`src/rtl/sadc_pkg.sv`:
```
package sadc_pkg;
  typedef enum logic [1:0] {
    PWR_NORMAL  = 2'b00,
    PWR_PARTIAL = 2'b01,
    PWR_FULL    = 2'b10
  } pwr_e;
endpackage

```
`src/rtl/sadc_edge_det.sv`:
```
module sadc_edge_det #(
  parameter logic RST_VAL = 1'b0
) (
  input  logic clk_i,
  input  logic rst_ni,
  input  logic d_i,
  output logic rise_o,
  output logic fall_o
);
  logic d_q;

  always_ff @(posedge clk_i or negedge rst_ni) begin
    if (!rst_ni) d_q <= RST_VAL;
    else         d_q <= d_i;
  end

  assign rise_o = d_i & ~d_q;
  assign fall_o = ~d_i & d_q;
endmodule

```
`src/rtl/sadc_frame_shift.sv`:
```
module sadc_frame_shift #(
  parameter int DATA_W = 10,
  parameter int SUB_W  = 2,
  parameter int LEAD_W = 3,
  parameter int CNT_W  = 5
) (
  input  logic              clk_i,
  input  logic              rst_ni,
  input  logic              sclk_rise_i,
  input  logic              strb_fall_i,
  input  logic              strb_rise_i,
  input  logic [DATA_W-1:0] data_i,
  input  logic [SUB_W-1:0]  sub_i,
  output logic              sdo_o,
  output logic              oe_o,
  output logic              open_o,
  output logic [CNT_W-1:0]  cnt_o
);
  localparam int TOT_W       = DATA_W + SUB_W;
  localparam int EXIT_EDGES  = LEAD_W + DATA_W + 1;
  localparam int FRAME_EDGES = LEAD_W + TOT_W + 1;
  localparam logic [CNT_W-1:0] EXIT_C  = CNT_W'(EXIT_EDGES);
  localparam logic [CNT_W-1:0] FRAME_C = CNT_W'(FRAME_EDGES);
  localparam logic [CNT_W-1:0] LEAD_C  = CNT_W'(LEAD_W);
  localparam logic [CNT_W-1:0] LAST_C  = CNT_W'(LEAD_W + TOT_W);
  localparam logic [CNT_W-1:0] MAX_C   = CNT_W'(FRAME_EDGES + 1);

  logic [TOT_W-1:0] sr_q;
  logic [CNT_W-1:0] cnt_q;
  logic             sdo_q, oe_q, open_q;

  always_ff @(posedge clk_i or negedge rst_ni) begin
    if (!rst_ni) begin
      sr_q   <= '0;
      cnt_q  <= '0;
      sdo_q  <= 1'b0;
      oe_q   <= 1'b0;
      open_q <= 1'b0;
    end else if (strb_fall_i) begin
      sr_q   <= {data_i, sub_i};
      cnt_q  <= '0;
      sdo_q  <= 1'b0;
      oe_q   <= 1'b1;
      open_q <= 1'b1;
    end else if (strb_rise_i && open_q) begin
      open_q <= 1'b0;
      // early rise aborts; rise at or past the frame end releases
      if (cnt_q < EXIT_C || cnt_q >= FRAME_C) begin
        oe_q  <= 1'b0;
        sdo_q <= 1'b0;
      end
    end else if (sclk_rise_i && oe_q) begin
      if (cnt_q != MAX_C) cnt_q <= cnt_q + 1'b1;
      if (cnt_q >= FRAME_C) begin
        oe_q  <= 1'b0;
        sdo_q <= 1'b0;
      end else if (cnt_q >= LEAD_C && cnt_q < LAST_C) begin
        sdo_q <= sr_q[TOT_W-1];
        sr_q  <= sr_q << 1;
      end else begin
        sdo_q <= 1'b0;
      end
    end
  end

  assign sdo_o  = sdo_q;
  assign oe_o   = oe_q;
  assign open_o = open_q;
  assign cnt_o  = cnt_q;


  start_drive_low_chk: assert property (@(posedge clk_i) disable iff (!rst_ni)
    strb_fall_i |=> (oe_q && !sdo_q && cnt_q == '0));


  late_release_chk: assert property (@(posedge clk_i) disable iff (!rst_ni)
    (sclk_rise_i && oe_q && cnt_q >= FRAME_C && !strb_fall_i && !strb_rise_i) |=> !oe_q);


  abort_release_chk: assert property (@(posedge clk_i) disable iff (!rst_ni)
    (strb_rise_i && open_q && cnt_q < EXIT_C) |=> (!oe_q && !open_q));


  released_quiet_chk: assert property (@(posedge clk_i) disable iff (!rst_ni)
    (!oe_q && !strb_fall_i) |=> (!oe_q && !sdo_q));


  cnt_bound_chk: assert property (@(posedge clk_i) disable iff (!rst_ni)
    cnt_q <= MAX_C);
endmodule

```
`src/rtl/sadc_pwr_ctrl.sv`:
```
module sadc_pwr_ctrl
  import sadc_pkg::*;
#(
  parameter int DATA_W = 10,
  parameter int LEAD_W = 3,
  parameter int CNT_W  = 5
) (
  input  logic             clk_i,
  input  logic             rst_ni,
  input  logic             strb_rise_i,
  input  logic             open_i,
  input  logic [CNT_W-1:0] cnt_i,
  output pwr_e             pwr_o,
  output logic             ref_en_o,
  output logic             cal_pending_o
);
  localparam logic [CNT_W-1:0] EXIT_C = CNT_W'(LEAD_W + DATA_W + 1);
  localparam logic [CNT_W-1:0] PD_C   = CNT_W'(LEAD_W);

  pwr_e pwr_q;
  logic cal_q;

  always_ff @(posedge clk_i or negedge rst_ni) begin
    if (!rst_ni) begin
      pwr_q <= PWR_NORMAL;
      cal_q <= 1'b1;
    end else if (strb_rise_i && open_i) begin
      if (cnt_i >= EXIT_C) begin
        pwr_q <= PWR_NORMAL;
        cal_q <= 1'b0;
      end else if (cnt_i >= PD_C) begin
        pwr_q <= (pwr_q == PWR_NORMAL) ? PWR_PARTIAL : PWR_FULL;
      end
    end
  end

  assign pwr_o         = pwr_q;
  assign ref_en_o      = (pwr_q != PWR_FULL);
  assign cal_pending_o = cal_q;


  legal_state_chk: assert property (@(posedge clk_i) disable iff (!rst_ni)
    pwr_q != 2'b11);


  no_skip_full_chk: assert property (@(posedge clk_i) disable iff (!rst_ni)
    pwr_q == PWR_NORMAL |=> pwr_q != PWR_FULL);


  cal_sticky_clear_chk: assert property (@(posedge clk_i) disable iff (!rst_ni)
    !cal_q |=> !cal_q);


  short_rise_hold_chk: assert property (@(posedge clk_i) disable iff (!rst_ni)
    (strb_rise_i && cnt_i < PD_C) |=> $stable(pwr_q));
endmodule

```
`src/rtl/sadc_out_seq.sv`:
```
module sadc_out_seq
  import sadc_pkg::*;
#(
  parameter int DATA_W = 10,
  parameter int SUB_W  = 2,
  parameter int LEAD_W = 3
) (
  input  logic              clk_i,
  input  logic              rst_ni,
  input  logic              start_ni,
  input  logic              sclk_i,
  input  logic [DATA_W-1:0] result_i,
  input  logic [SUB_W-1:0]  subbits_i,
  output logic              sdo_o,
  output logic              sdo_oe_o,
  output logic [1:0]        pwr_state_o,
  output logic              ref_en_o,
  output logic              cal_pending_o
);
  localparam int CNT_W = $clog2(LEAD_W + DATA_W + SUB_W + 3);

  logic             sclk_rise, sclk_fall_unused;
  logic             strb_rise, strb_fall;
  logic             frame_open;
  logic [CNT_W-1:0] edge_cnt;
  pwr_e             pwr;

  sadc_edge_det #(.RST_VAL(1'b0)) i_sclk_det (
    .clk_i  (clk_i),
    .rst_ni (rst_ni),
    .d_i    (sclk_i),
    .rise_o (sclk_rise),
    .fall_o (sclk_fall_unused)
  );

  sadc_edge_det #(.RST_VAL(1'b1)) i_strb_det (
    .clk_i  (clk_i),
    .rst_ni (rst_ni),
    .d_i    (start_ni),
    .rise_o (strb_rise),
    .fall_o (strb_fall)
  );

  sadc_frame_shift #(
    .DATA_W (DATA_W),
    .SUB_W  (SUB_W),
    .LEAD_W (LEAD_W),
    .CNT_W  (CNT_W)
  ) i_shift (
    .clk_i       (clk_i),
    .rst_ni      (rst_ni),
    .sclk_rise_i (sclk_rise),
    .strb_fall_i (strb_fall),
    .strb_rise_i (strb_rise),
    .data_i      (result_i),
    .sub_i       (subbits_i),
    .sdo_o       (sdo_o),
    .oe_o        (sdo_oe_o),
    .open_o      (frame_open),
    .cnt_o       (edge_cnt)
  );

  sadc_pwr_ctrl #(
    .DATA_W (DATA_W),
    .LEAD_W (LEAD_W),
    .CNT_W  (CNT_W)
  ) i_pwr (
    .clk_i         (clk_i),
    .rst_ni        (rst_ni),
    .strb_rise_i   (strb_rise),
    .open_i        (frame_open),
    .cnt_i         (edge_cnt),
    .pwr_o         (pwr),
    .ref_en_o      (ref_en_o),
    .cal_pending_o (cal_pending_o)
  );

  assign pwr_state_o = pwr;
endmodule

```
`config.mk`:
```
export PLATFORM = sky130hd
export DESIGN_NAME = sadc_out_seq
export DESIGN_NICKNAME = d
export VERILOG_FILES = /design/src/rtl/sadc_pkg.sv /design/src/rtl/sadc_edge_det.sv /design/src/rtl/sadc_frame_shift.sv /design/src/rtl/sadc_pwr_ctrl.sv /design/src/rtl/sadc_out_seq.sv
export SDC_FILE = /design/constraint.sdc
export NUM_CORES = 1
export LEC_CHECK = 0
export ABC_AREA = 0
export BUFFER_PORTS_ARGS = -buffer_cell sky130_fd_sc_hd__buf_2
export CAP_MARGIN = 20
export CORE_MARGIN = 2
export CORE_UTILIZATION = 50
export CTS_BUF_LIST = sky130_fd_sc_hd__clkbuf_16
export DETAILED_ROUTE_END_ITERATION = 6
export HOLD_SLACK_MARGIN = 0.12
export MAX_ROUTING_LAYER = met4
export PLACE_DENSITY = 0.71
export SETUP_SLACK_MARGIN = 0.1
export SLEW_MARGIN = 40
export SYNTH_ARGS = -nofsm -noshare
export SYNTH_HDL_FRONTEND = slang
export SYNTH_SLANG_ARGS = --single-unit
```
`constraint.sdc`:
```
create_clock -name clk_i -period 3.7 [get_ports clk_i]
set_input_delay 0.185 -clock clk_i [delete_from_list [all_inputs] [get_ports clk_i]]
set_output_delay 0.185 -clock clk_i [all_outputs]
set_load 0.05 [all_outputs]
```
==> run metrics <==
Die Ht roughly 55 um; maximum achievable frequency about 490 MHz; Worst setup SP type input pin; Setup TNS 0 ns; first-pass GRT wire length 4360 um; CP max stage delay 0.63 ns; DR vias approximately 1100; core box area approximately 0.0025 mm^2; setup violators final 0; r2r endpoint i_shift.sr_q[1]; post-route antenna net violation count 0; Synth cell types 35; HP Start subbits_i[0]; pin count of the biggest net entering global routing 26; Worst Reg-to-Reg Cells 5; Max Used Layer met4; Critical Path AT around 2.2 ns; # rows 18; Layout area overhead 16.14%; leading area contributor after synthesis dfrtp_1; Avg WL per Cell about 14 um; total CTS buffers 3; top cells by area, synth dfrtp_1 44%, a21oi_1 6.1%, a31oi_1 5.3%; outcome finished, final reports clean; Crit Path Max Fanout 20; IO Count 22; Leakage slightly below 0.7 nW; Final Cycle Share between 50% and 60%; routed wl met3 roughly 130 um; Crit Path Class in -> reg; Vias per Instance 5.749; WL met2 between 1000 and 1500 um; commonest non-fill, non-tap cell in the layout dfrtp_1; Tightest Pin Transition 0.7695 ns; Initial Utilization around 53%; sequential area share after synthesis between 40% and 50%; Mapped Area 0.001310 mm^2; Worst Hold Class in -> reg; CP required 3.84 ns; Max IR drop VDD 0.0005426 V; initial DRC count 25; count of buffers from port buffering 21; Final #Nets 181; Clock Root Buffer clkbuf_16; Final Hold Fails 0; drt pass-1 iters 4; vias in the first global route ~1000; Post-Synthesis Cells 141; drt total wl 2750 um; max-cap viol count 0; Worst R2R Start i_shift.cnt_o[1]; crit path from start_ni; Sink Count 25; crit-path cells dlygate4sd3_1 -> buf_2 -> nor2b_1 -> buf_4 -> a211oi_4 -> o21ai_0 -> a22o_1; Hold Crit Endpoint i_shift.sr_q[0]; hold path depth 3; Max-slew headroom 48.42%; P per Cell Area 716.5 mW/mm^2; R2R setup slack about 1.7 ns; RSZ-0062 raised after global routing no; initial antenna violation count 0; buffer depth of the longest clock path 2; CTS tree built; full die area just over 0.003 mm^2; Critical Path Sink Type register; worst skew pair latency ~0.25 ns; Tmin final roughly 2.1 ns; Slowest-stage cell, CP a211oi_4; Layout Skew around 0.0016 ns; global route overflow 0; DRC violations left 0; hold slack approximately 0.14 ns; gr usage total a little over a fifth; CTS H-tree lvls 1; PostCTS Resize Cnt 0; ANT cells 0; commonest non-fill, non-tap cells in the layout 23 x dfrtp_1, 21 x buf_2, 16 x nor2_1, 16 x a21oi_1; Setup Fix Bufs, Post-CTS 0; Synth Warn # 0; syn_nets 160; Avg Inst Size Synth between 9 and 10 um^2; post-synth top area share between 40% and 50%; #FFs+latches synth 25; layout cells sized above 1 about 19%; gp weighted congestion between 0.7 and 0.8; clk slew on worst S/H paths about 0.060 ns; DPL Wire Length ~1900 um; die width ~55 um; Slew Viols, Final 0; wl on met1 1246 um
==> sequential cells by signal, summed over array words and instances, names as in the netlist <==
signal,cells
i_shift.sdo_o,1
i_shift.sr_q,12
i_pwr.pwr_o,2
i_shift.cnt_o,5
i_shift.open_o,1
i_strb_det.d_q,1
i_shift.oe_o,1
i_pwr.cal_pending_o,1
i_sclk_det.d_q,1
==> logic make-up (layout without fill, tap and decap cells) <==
kind of cell / count (synthesis) / after routing / share of synthesized area, %
buf+inv: 15 / 35 / 5.921
fa+ha+maj: 4 / 4 / 3.630
mux: 1 / 1 / 0.7641
simple gates: 41 / 41 / 16.24
flops: 25 / 25 / 47.95
compound gates: 55 / 55 / 25.50
==> routing by layer <==
layer	vias to the layer above	global-route usage, %
met3	2	2.419
met1	514	27.26
met2	35	34.92
li1	547	-
met4	0	6.098
met5	-	-
==> synth_stat cells <==
library cell,number
dfrtp_1,23
a21oi_1,16
nor2_1,16
a31oi_1,11
o21ai_1,11
o21ai_0,10
inv_1,6
nand3_1,6
nand2_1,5
buf_4,3
ha_1,3
and3b_1,2
buf_2,2
clkbuf_1,2
dfstp_2,2
nand4_1,2
nor2b_1,2
or3_1,2
a2111oi_4,1
a211o_1,1
a211oi_2,1
a22o_1,1
a32oi_1,1
and4_1,1
and4b_1,1
buf_1,1
buf_6,1
maj3_1,1
mux2i_1,1
nand2b_1,1
nand3b_1,1
nor3_2,1
o21a_1,1
o22ai_1,1
or2_2,1
==> area by class of cell <==
class	instances	area [um^2]
Clock buffer	3	75.07
Clock inverter	1	3.754
Fill cell	224	955.9
Inverter	6	22.52
Multi-Input combinational cell	101	611.8
Sequential cell	25	628.1
Tap cell	30	37.54
Timing Repair Buffer	25	142.6
==> critical path: cells and delay by family <==
kind,cells,cell delay (ns)
AOI/OAI and AO/OA,3,1.08
buffers and inverters,3,0.86
and+or+nand+nor,1,0.05
==> through the flow <==
stage               utilization, %  instance area [um^2]  power [mW]  setup WS (ns)  cells
CTS                          61.41                  1521       1.091          1.667    191
global placement             56.72                  1405      0.8363          1.630    184
floorplan                        -                  1310      0.7654          1.995    141
detailed placement           57.02                  1413      0.8551          1.765    184
global route                 61.41                  1521       1.163          1.537    191
finish                       61.41                  1521       1.090          1.644    191
==> worst max-delay path by stage <==
| stage | cells after the start | to | slack (ns) |
|---|---|---|---|
| 5_1_grt | 5 | i_shift.sr_q[1] | 1.54 |
| 2_1_floorplan | 5 | i_shift.sr_q[10] | 2.00 |
| 6_report | 7 | i_shift.cnt_o[3] | 1.64 |
| 3_3_place_gp | 5 | i_shift.cnt_o[3] | 1.63 |
| 4_1_cts | 7 | i_shift.cnt_o[3] | 1.67 |
| 3_5_place_dp | 5 | i_shift.sr_q[1] | 1.77 |
==> timing repair <==
action | 4_1_cts | 5_1_grt
hold buffers | 3 | 0
endpoints found under the hold margin | 25 | 0
endpoints found under the setup margin | 0 | 0
==> where the power goes <==
part | internal (mW) | total [mW] | leakage [nW] | switching [mW]
registers | 0.366 | 0.456 | 0.292 | 0.0903
logic | 0.134 | 0.401 | 0.340 | 0.267
clock network | 0.144 | 0.233 | 0.0423 | 0.0891
No activity file was read; power rests on OpenSTA's default activity.
